**src/rtl/strout_pkg.sv**
```systemverilog
package strout_pkg;
  typedef enum logic [1:0] {
    SZ_BYTE  = 2'd0,
    SZ_WORD  = 2'd1,
    SZ_DWORD = 2'd2,
    SZ_RSVD  = 2'd3
  } size_e;

  typedef enum logic [1:0] {
    ST_IDLE = 2'd0,
    ST_RD   = 2'd1,
    ST_WR   = 2'd2
  } state_e;

  // number of bytes moved per item, code 3 treated as doubleword
  function automatic int unsigned item_bytes(size_e s);
    case (s)
      SZ_BYTE: return 1;
      SZ_WORD: return 2;
      default: return 4;
    endcase
  endfunction
endpackage

```
**src/rtl/strout_step.sv**
```systemverilog
module strout_step
  import strout_pkg::*;
#(
  parameter int PTR_W    = 32,
  parameter int NARROW_W = 16
) (
  input  logic [PTR_W-1:0] ptr,
  input  size_e            size,
  input  logic             dir,
  input  logic             wide,
  output logic [PTR_W-1:0] ptr_next
);
  localparam int HI_W = PTR_W - NARROW_W;

  logic [PTR_W-1:0]    step;
  logic [PTR_W-1:0]    full_next;
  logic [NARROW_W-1:0] low_next;

  always_comb begin
    step      = PTR_W'(item_bytes(size));
    full_next = dir ? (ptr - step) : (ptr + step);
    low_next  = dir ? (ptr[NARROW_W-1:0] - step[NARROW_W-1:0])
                    : (ptr[NARROW_W-1:0] + step[NARROW_W-1:0]);
  end

  generate
    if (HI_W > 0) begin : g_split
      assign ptr_next = wide ? full_next : {ptr[PTR_W-1:NARROW_W], low_next};
    end else begin : g_flat
      assign ptr_next = full_next;
    end
  endgenerate
endmodule

```
**src/rtl/strout_seq.sv**
```systemverilog
module strout_seq
  import strout_pkg::*;
(
  input  logic clk,
  input  logic rst,
  input  logic start,
  input  logic cmd_rep,
  input  logic cmd_cnt_zero,
  input  logic rep_q,
  input  logic cnt_last,
  input  logic mem_rvalid,
  input  logic io_ack,
  output logic mem_req,
  output logic io_req,
  output logic done,
  output logic load,
  output logic capture,
  output logic advance
);
  state_e state_q;
  logic   last_item;

  always_comb begin
    load      = (state_q == ST_IDLE) && start;
    capture   = (state_q == ST_RD) && mem_rvalid;
    advance   = (state_q == ST_WR) && io_ack;
    last_item = !rep_q || cnt_last;
  end

  always_ff @(posedge clk) begin
    if (rst) begin
      state_q <= ST_IDLE;
      mem_req <= 1'b0;
      io_req  <= 1'b0;
      done    <= 1'b0;
    end else begin
      done <= 1'b0;
      case (state_q)
        ST_IDLE: if (start) begin
          if (cmd_rep && cmd_cnt_zero) begin
            done <= 1'b1;
          end else begin
            state_q <= ST_RD;
            mem_req <= 1'b1;
          end
        end
        ST_RD: if (mem_rvalid) begin
          mem_req <= 1'b0;
          io_req  <= 1'b1;
          state_q <= ST_WR;
        end
        ST_WR: if (io_ack) begin
          io_req <= 1'b0;
          if (last_item) begin
            done    <= 1'b1;
            state_q <= ST_IDLE;
          end else begin
            mem_req <= 1'b1;
            state_q <= ST_RD;
          end
        end
        default: state_q <= ST_IDLE;
      endcase
    end
  end
endmodule

```
**src/rtl/strout_engine.sv**
```systemverilog
module strout_engine
  import strout_pkg::*;
#(
  parameter int PTR_W    = 32,
  parameter int NARROW_W = 16,
  parameter int PORT_W   = 16,
  parameter int CNT_W    = 32,
  parameter int DATA_W   = 32
) (
  input  logic              clk,
  input  logic              rst,
  input  logic              start,
  input  logic [1:0]        cmd_size,
  input  logic              cmd_dir,
  input  logic              cmd_wide,
  input  logic              cmd_rep,
  input  logic [PTR_W-1:0]  cmd_ptr,
  input  logic [PORT_W-1:0] cmd_port,
  input  logic [CNT_W-1:0]  cmd_cnt,
  output logic              mem_req,
  output logic [PTR_W-1:0]  mem_addr,
  output logic [1:0]        mem_size,
  input  logic              mem_rvalid,
  input  logic [DATA_W-1:0] mem_rdata,
  output logic              io_req,
  output logic [PORT_W-1:0] io_port,
  output logic [1:0]        io_size,
  output logic [DATA_W-1:0] io_data,
  input  logic              io_ack,
  output logic              done,
  output logic [PTR_W-1:0]  fin_ptr,
  output logic [CNT_W-1:0]  fin_cnt
);
  localparam int LANES = DATA_W / 8;
  localparam int HI_W  = PTR_W - NARROW_W;

  size_e              size_q;
  logic               dir_q, wide_q, rep_q;
  logic [PTR_W-1:0]   ptr_q, ptr_nxt;
  logic [PORT_W-1:0]  port_q;
  logic [CNT_W-1:0]   cnt_q;
  logic [DATA_W-1:0]  data_q, data_masked;
  logic               load, capture, advance;
  logic [LANES-1:0]   lane_en;

  strout_seq u_seq (
    .clk          (clk),
    .rst          (rst),
    .start        (start),
    .cmd_rep      (cmd_rep),
    .cmd_cnt_zero (cmd_cnt == '0),
    .rep_q        (rep_q),
    .cnt_last     (cnt_q == CNT_W'(1)),
    .mem_rvalid   (mem_rvalid),
    .io_ack       (io_ack),
    .mem_req      (mem_req),
    .io_req       (io_req),
    .done         (done),
    .load         (load),
    .capture      (capture),
    .advance      (advance)
  );

  strout_step #(.PTR_W(PTR_W), .NARROW_W(NARROW_W)) u_step (
    .ptr      (ptr_q),
    .size     (size_q),
    .dir      (dir_q),
    .wide     (wide_q),
    .ptr_next (ptr_nxt)
  );

  // per-lane enables select only the bytes the item size covers
  generate
    for (genvar i = 0; i < LANES; i++) begin : g_lane
      assign lane_en[i] = (i < item_bytes(size_q));
      assign data_masked[8*i +: 8] = lane_en[i] ? mem_rdata[8*i +: 8] : 8'h00;
    end
  endgenerate

  always_ff @(posedge clk) begin
    if (rst) begin
      size_q <= SZ_BYTE;
      dir_q  <= 1'b0;
      wide_q <= 1'b0;
      rep_q  <= 1'b0;
      ptr_q  <= '0;
      port_q <= '0;
      cnt_q  <= '0;
      data_q <= '0;
    end else begin
      if (load) begin
        size_q <= size_e'(cmd_size);
        dir_q  <= cmd_dir;
        wide_q <= cmd_wide;
        rep_q  <= cmd_rep;
        ptr_q  <= cmd_ptr;
        port_q <= cmd_port;
        cnt_q  <= cmd_cnt;
      end
      if (capture) data_q <= data_masked;
      if (advance) begin
        ptr_q <= ptr_nxt;
        if (rep_q) cnt_q <= cnt_q - CNT_W'(1);
      end
    end
  end

  generate
    if (HI_W > 0) begin : g_addr_split
      assign mem_addr = wide_q ? ptr_q : {{HI_W{1'b0}}, ptr_q[NARROW_W-1:0]};
    end else begin : g_addr_flat
      assign mem_addr = ptr_q;
    end
  endgenerate

  assign mem_size = size_q;
  assign io_size  = size_q;
  assign io_port  = port_q;
  assign io_data  = data_q;
  assign fin_ptr  = ptr_q;
  assign fin_cnt  = cnt_q;
endmodule

```
**config.mk**
```make
export PLATFORM = sky130hd
export DESIGN_NAME = strout_engine
export DESIGN_NICKNAME = d
export VERILOG_FILES = /design/src/rtl/strout_pkg.sv /design/src/rtl/strout_step.sv /design/src/rtl/strout_seq.sv /design/src/rtl/strout_engine.sv
export SDC_FILE = /design/constraint.sdc
export NUM_CORES = 1
export LEC_CHECK = 0
export ABC_AREA = 1
export BUFFER_PORTS_ARGS = -buffer_cell sky130_fd_sc_hd__buf_2
export CORE_ASPECT_RATIO = 1.1
export CORE_MARGIN = 4
export CORE_UTILIZATION = 57
export CTS_CLUSTER_SIZE = 25
export DETAILED_ROUTE_END_ITERATION = 10
export PLACE_DENSITY = 0.87
export SLEW_MARGIN = 10
export SYNTH_ARGS = -nofsm -noshare
export SYNTH_HDL_FRONTEND = slang
export SYNTH_HIERARCHICAL = 1
export SYNTH_SLANG_ARGS = --single-unit
export TNS_END_PERCENT = 5
```
**constraint.sdc**
```tcl
create_clock -name clk -period 5.4 [get_ports clk]
set_input_delay 1.08 -clock clk [delete_from_list [all_inputs] [get_ports clk]]
set_output_delay 1.08 -clock clk [all_outputs]
set_load 0.03 [all_outputs]
```
==> results of run 1 <==
[registers in the layout (all words and copies together) (netlist names), 2 cells and up]
name	count
fin_ptr	32
io_size	2
io_data	32
io_port	16
u_seq/state_q	2
fin_cnt	32
[layout make-up]
type	count	area share, %
Sequential cell	122	22.7
Clock inverter	15	1.61
Tap cell	196	2.27
Clock buffer	17	3.95
Inverter	207	7.21
Multi-Input combinational cell	1067	49.3
Timing Repair Buffer	278	13.0
[report_power, final]
group	switching, mW	internal, mW
sequential	0.112	0.999
combinational	0.927	0.409
clock	0.508	0.663
[worst min-delay path by stage]
stage	startpoint	end	slack (ns)	depth (start not counted)
after global routing	io_data[19]	io_data[19]	0.49	2
after detailed placement	io_data[25]	io_data[25]	0.46	2
after floorplan	u_seq/state_q[0]	u_seq/state_q[0]	0.48	2
final	io_data[25]	io_data[25]	0.47	2
after CTS	io_data[25]	io_data[25]	0.47	2
after global placement	io_data[18]	io_data[18]	0.45	2
[worst max-delay path, cell delays in order]
cell	delay [ns]
buf_2	0.10
inv_1	0.08
nor2_4	0.42
buf_4	0.34
nor2_1	0.06
inv_1	0.80
o21ai_0	0.19
a21oi_1	0.17
[per-layer routing]
layer,global-route usage (%),wire length [um],up-vias
li1,-,-,5113
met1,36.5,11000,4730
met2,54.7,14100,431
met3,8.01,2410,79
met4,14.4,1070,2
met5,0,13,-
[cells in the mapped netlist, drive strengths merged, types with 21 or more instances]
master / n / area [um2]
nand2: 453 / 1810
ha: 35 / 438
o221ai: 21 / 184
clkbuf: 35 / 133
o21ai: 90 / 450
nor2: 187 / 792
buf: 37 / 255
a21oi: 104 / 528
dfxtp: 122 / 2440
nor3: 26 / 151
nand3: 92 / 498
inv: 205 / 769
[cell families after synthesis]
logic type / Yosys count / share of synthesized area, %
flip-flops: 122 / 27.4
XOR/XNOR: 15 / 1.47
adder cells (fa/ha/maj): 36 / 5.14
AO/OA/AOI/OAI: 231 / 14.3
buffers and inverters: 280 / 13.2
AND/OR/NAND/NOR: 785 / 38.5
==> summary.md, run 1 <==
| Metric | Value |
|---|---|
| CTS Root Cell | clkbuf_16 |
| Latest clock arrival within the worst-skew pair | 0.43 ns |
| Crit path capture | fin_ptr[8] |
| Fmax | 0.345 GHz |
| Antenna fix cells | 0 |
| GRT Residual Overflow | 0 |
| Num CTS Buffers | 17 |
| DP Area | 10,200 um2 |
| Critical Path AT | 3.25 ns |
| Hold Fails Final Rpt | 0 |
| Area of the multi-input gates | 5310 um2 |
| Total number of vias | 10,355 |
| Die area | 17,700 um2 |
| Drt via density | 5.44 |
| CTS tree | built |
| Fin cells | 1,902 |
| CTS max path bufs | 2 |
| Worst slew pin tran | 1.07 ns |
| Flops & latches, synth | 122 |
| Wire per inst | 15.1 um |
| Clk sink count | 122 |
| Fill count | 1,322 |
| DP HPWL | 21.3 mm |
| Dpl ws | 2.11 ns |
| Worst hold slack | 0.466 ns |
| Yosys warns | 6 |
| Most frequent cells in the layout | nand2_1, buf_2, inv_1 |
| Vias in the first global route | 9,688 |
| Worst reg-to-reg setup slack | 2.55 ns |
| Final setup violation count | 0 |
| RSZ-0062 raised after global routing | no |
| Post-synth EDFFs | 0 |
| Post-synthesis area per instance | 6.07 um2 |
| Startpoint types | input pin |
| # hold bufs at CTS | 0 |
| R2R cell count | 18 |
| Cells after Synth | 1,469 |
| NumNets Final | 1,851 |
| Crit Path Category | input pin to flip-flop |
| Core ar. | 15,200 um2 |
| Utilization after layout | 71.1% |
| Endpoint of the lowest-slack register-to-register path | fin_ptr[19] |
| LEAKAGE | 6.09 nW |
| First-pass GRT wire length | 45.9 mm |
| Final min period | 2.90 ns |
| Initial Utilization | 58.8% |
| Slew HR | 28.5% |
| Cells resized by post-CTS repair | 0 |
| Num rows | 47 |
| Post-CTS Setup Inserts | 0 |
| Routability Congestion | 0.952 |
| Register area | 2440 um2 |
| Sequential area share after synthesis | 27.4% |
| Antenna violations before repair | 1 |
| DRT iter0 DRCs | 799 |
| Inst Count DP | 1,870 |
| Worst Skew | 0.0129 ns |
| Synth cell types | 48 |
| ANT nets after route | 0 |
| Port bufs | 272 |
| Setup TNS | 0 ns |
| Worst hold path type | flip-flop to flip-flop |
| Die Wd | 127 um |
| Maxcap violations | 0 |
| Share of layout cells above drive strength 1 | 22.9% |
| Pwr Density | 336 nW/um2 |
| CP Max Fanout | 32 |
| CP required | 5.75 ns |
| Post-route design area | 10,800 um2 |
| Syn Nets | 1,627 |
| H-tree depth | 4 |
| Final WS setup | 2.50 ns |
| Crit Reg-Reg Startpoint | io_size[0] |
| CP Launch Point | io_ack |
| IO Count | 273 |
| Pins Over Slew Limit | 0 |
| P&R area growth vs syn | 20.9% |
| Cell Area, Synth | 8920 um2 |
| Worst setup EP type | flip-flop |
| Total track usage | 31.7% |
| Commonest non-fill, non-tap cell in the layout | nand2_1 |
| Pwr Total | 3.62 mW |
| Most used DFF post-synth | dfxtp_1 |
| First-pass iteration count of the detailed router | 6 |
| Largest net degree at the start of global routing | 57 |
| Worst-path clk slew | 0.07 ns |
| Final Routed Wirelength | 28.7 mm |
| Fraction of registers with async set/reset | 0% |
| Status | complete, no violations |
| Fin crit share | 53.8% |
| Drt drc | 0 |
| Die Y-Extent | 139 um |
| Worst vdd ir | 0.000311 V |
(Power assumes the default switching activity.)
==> run 2, diff against run 1 <==
CORE_UTILIZATION = 48   (was 57)
PLACE_DENSITY = 0.78   (was 0.87)
clock period = 2.62 ns   (was 5.4 ns; I/O delays follow)
==> summary.md, run 2 (synthesis gave the netlist of run 1 again) <==
| Metric | Value |
|---|---|
| Worst slew pin tran | 1.03 ns |
| Hold Fails Final Rpt | 0 |
| Final min period | 2.44 ns |
| Worst Skew | 0.00874 ns |
| CTS max path bufs | 2 |
| CP required | 2.91 ns |
| GRT Residual Overflow | 0 |
| Crit path largest cell delay | 0.41 ns |
| ANT nets after route | 0 |
| Worst hold path type | input pin to flip-flop |
| CTS tree | built |
| Hold path depth | 3 |
| Status | complete, no violations |
| LEAKAGE | 6.22 nW |
| Latest clock arrival within the worst-skew pair | 0.42 ns |
| Worst hold start | mem_rdata[7] |
| Fin crit share | 93.1% |
| Critical Path, Cell by Cell | nor2_4 -> inv_1 -> ha_1 -> inv_1 -> o21ai_2 -> fa_2 -> inv_2 -> nand3_1 -> nand3_2 -> nand2_1 -> nand2_2 -> nand2_1 -> nand3_1 -> nand2_1 -> nand3_1 -> nand2_1 -> o221ai_1 -> nor2_1 |
| Total number of vias | 10,330 |
| Worst hold slack | 0.322 ns |
| Pins Over Slew Limit | 0 |
| Setup TNS | 0 ns |
| Num CTS Buffers | 17 |
| First-pass iteration count of the detailed router | 5 |
| Final Routed Wirelength | 29.8 mm |
| R2R cell count | 18 |
| Antenna violations before repair | 0 |
| Port bufs | 272 |
| Num rows | 52 |
| Vias in the first global route | 9,618 |
| NumNets Final | 1,872 |
| Die Wd | 138 um |
| CP dominant cell by count | nand2_1 |
| Critical Path AT | 2.73 ns |
| Core ar. | 18,300 um2 |
| Worst vdd ir | 0.000430 V |
| Crit Reg-Reg Startpoint | io_size[1] |
| Wire per inst | 15.1 um |
| Dpl ws | -0.0765 ns |
| Hold Crit Endpoint | io_data[7] |
| Slew HR | 31.1% |
| Share of layout cells above drive strength 1 | 24.6% |
| # hold bufs at CTS | 0 |
| Die area | 20,800 um2 |
| DRT iter0 DRCs | 557 |
| Fmax | 0.410 GHz |
| First-pass GRT wire length | 46.9 mm |
| Slowest stage cell, crit path | fa_2 |
| Final WS setup | 0.180 ns |
| Most frequent cells in the layout | nand2_1, buf_2, inv_1 |
| Endpoint of the lowest-slack register-to-register path | fin_ptr[24] |
| Inst Count DP | 1,935 |
| Crit Path Category | flip-flop to flip-flop |
| Initial Utilization | 48.6% |
| Worst-path clk slew | 0.07 ns |
| Clk sink count | 122 |
| Routability Congestion | 0.991 |
| Largest net degree at the start of global routing | 53 |
| Startpoint types | flip-flop |
| Maxcap violations | 0 |
| Drt drc | 0 |
| Fin cells | 1,971 |
| Die Y-Extent | 151 um |
| Final setup violation count | 0 |
| P&R area growth vs syn | 24.5% |
| Commonest non-fill, non-tap cell in the layout | nand2_1 |
| IO Count | 273 |
| CTS Root Cell | clkbuf_16 |
| Worst setup EP type | flip-flop |
| Total track usage | 28.2% |
| DP HPWL | 22.6 mm |
| Worst reg-to-reg setup slack | 0.18 ns |
| CP Max Fanout | 4 |
| H-tree depth | 4 |
| Pwr Density | 685 nW/um2 |
| Drt via density | 5.24 |
run 2: layout make-up:
type / instances / area, um2
antenna: 1 / 2.50
clock buffer: 17 / 425
clock inverter: 15 / 179
fill: 1793 / 7250
inverter: 207 / 777
multi-input combinational: 1067 / 5370
sequential: 122 / 2450
tap: 243 / 304
timing repair buffer: 299 / 1600
run 2: report_power, final:
group          switching [mW]  total, mW  leakage [nW]  internal, mW
clock                    1.06       2.43         0.294          1.37
sequential              0.231       2.29          1.00          2.06
combinational            1.96       2.89          4.92         0.922
total                    3.26       7.61          6.22          4.35
run 2: layer usage:
| metal | vias to the layer above | share of wire (%) | track usage (%) | wire length, um |
|---|---|---|---|---|
| met3 | 74 | 8.2 | 6.35 | 2440 |
| li1 | 5150 | - | - | - |
| met1 | 4661 | 39 | 33.3 | 11600 |
| met2 | 445 | 50 | 49.4 | 14800 |
| met4 | 0 | 3.3 | 10.9 | 980 |
| met5 | - | 0 | 0 | 0 |
run 2: per-stage QoR:
stage / total power [mW] / area [um2] / util, %
global placement: 5.08 / 10400 / 56.8
global route: 8.04 / 11100 / 60.5
detailed placement: 5.13 / 10400 / 56.8
floorplan: 4.34 / 8920 / -
finish: 7.61 / 11100 / 60.5
CTS: 7.57 / 11000 / 60.1
run 2: how the worst max path moves through the flow:
stage                          start     endpoint  slack, ns  cells past startpoint
after global placement    io_size[0]  fin_ptr[23]       0.08                     20
after detailed placement  io_size[0]  fin_ptr[23]      -0.08                     20
after CTS                 io_size[0]  fin_ptr[19]       0.01                     18
final                     io_size[1]  fin_ptr[24]       0.18                     18
after global routing      io_size[1]  fin_ptr[24]      -0.01                     18
after floorplan           io_size[0]  fin_ptr[23]     -0.008                     19
run 2: repair_timing:
| action | in CTS | in global routing |
|---|---|---|
| endpoints found under the setup margin | 9 | 23 |
| resized for setup | 1 | 14 |
| setup buffers | 0 | 3 |
| pin swaps | 0 | 5 |
| gates cloned | 0 | 0 |
run 2: critical path, delay by kind of cell (launching register included):
| family | cells | cell delay [ns] |
|---|---|---|
| AO/OA/AOI/OAI | 2 | 0.26 |
| adder cells (fa/ha/maj) | 2 | 0.67 |
| buffers and inverters | 3 | 0.20 |
| flip-flops | 1 | 0.35 |
| AND/OR/NAND/NOR | 11 | 0.85 |
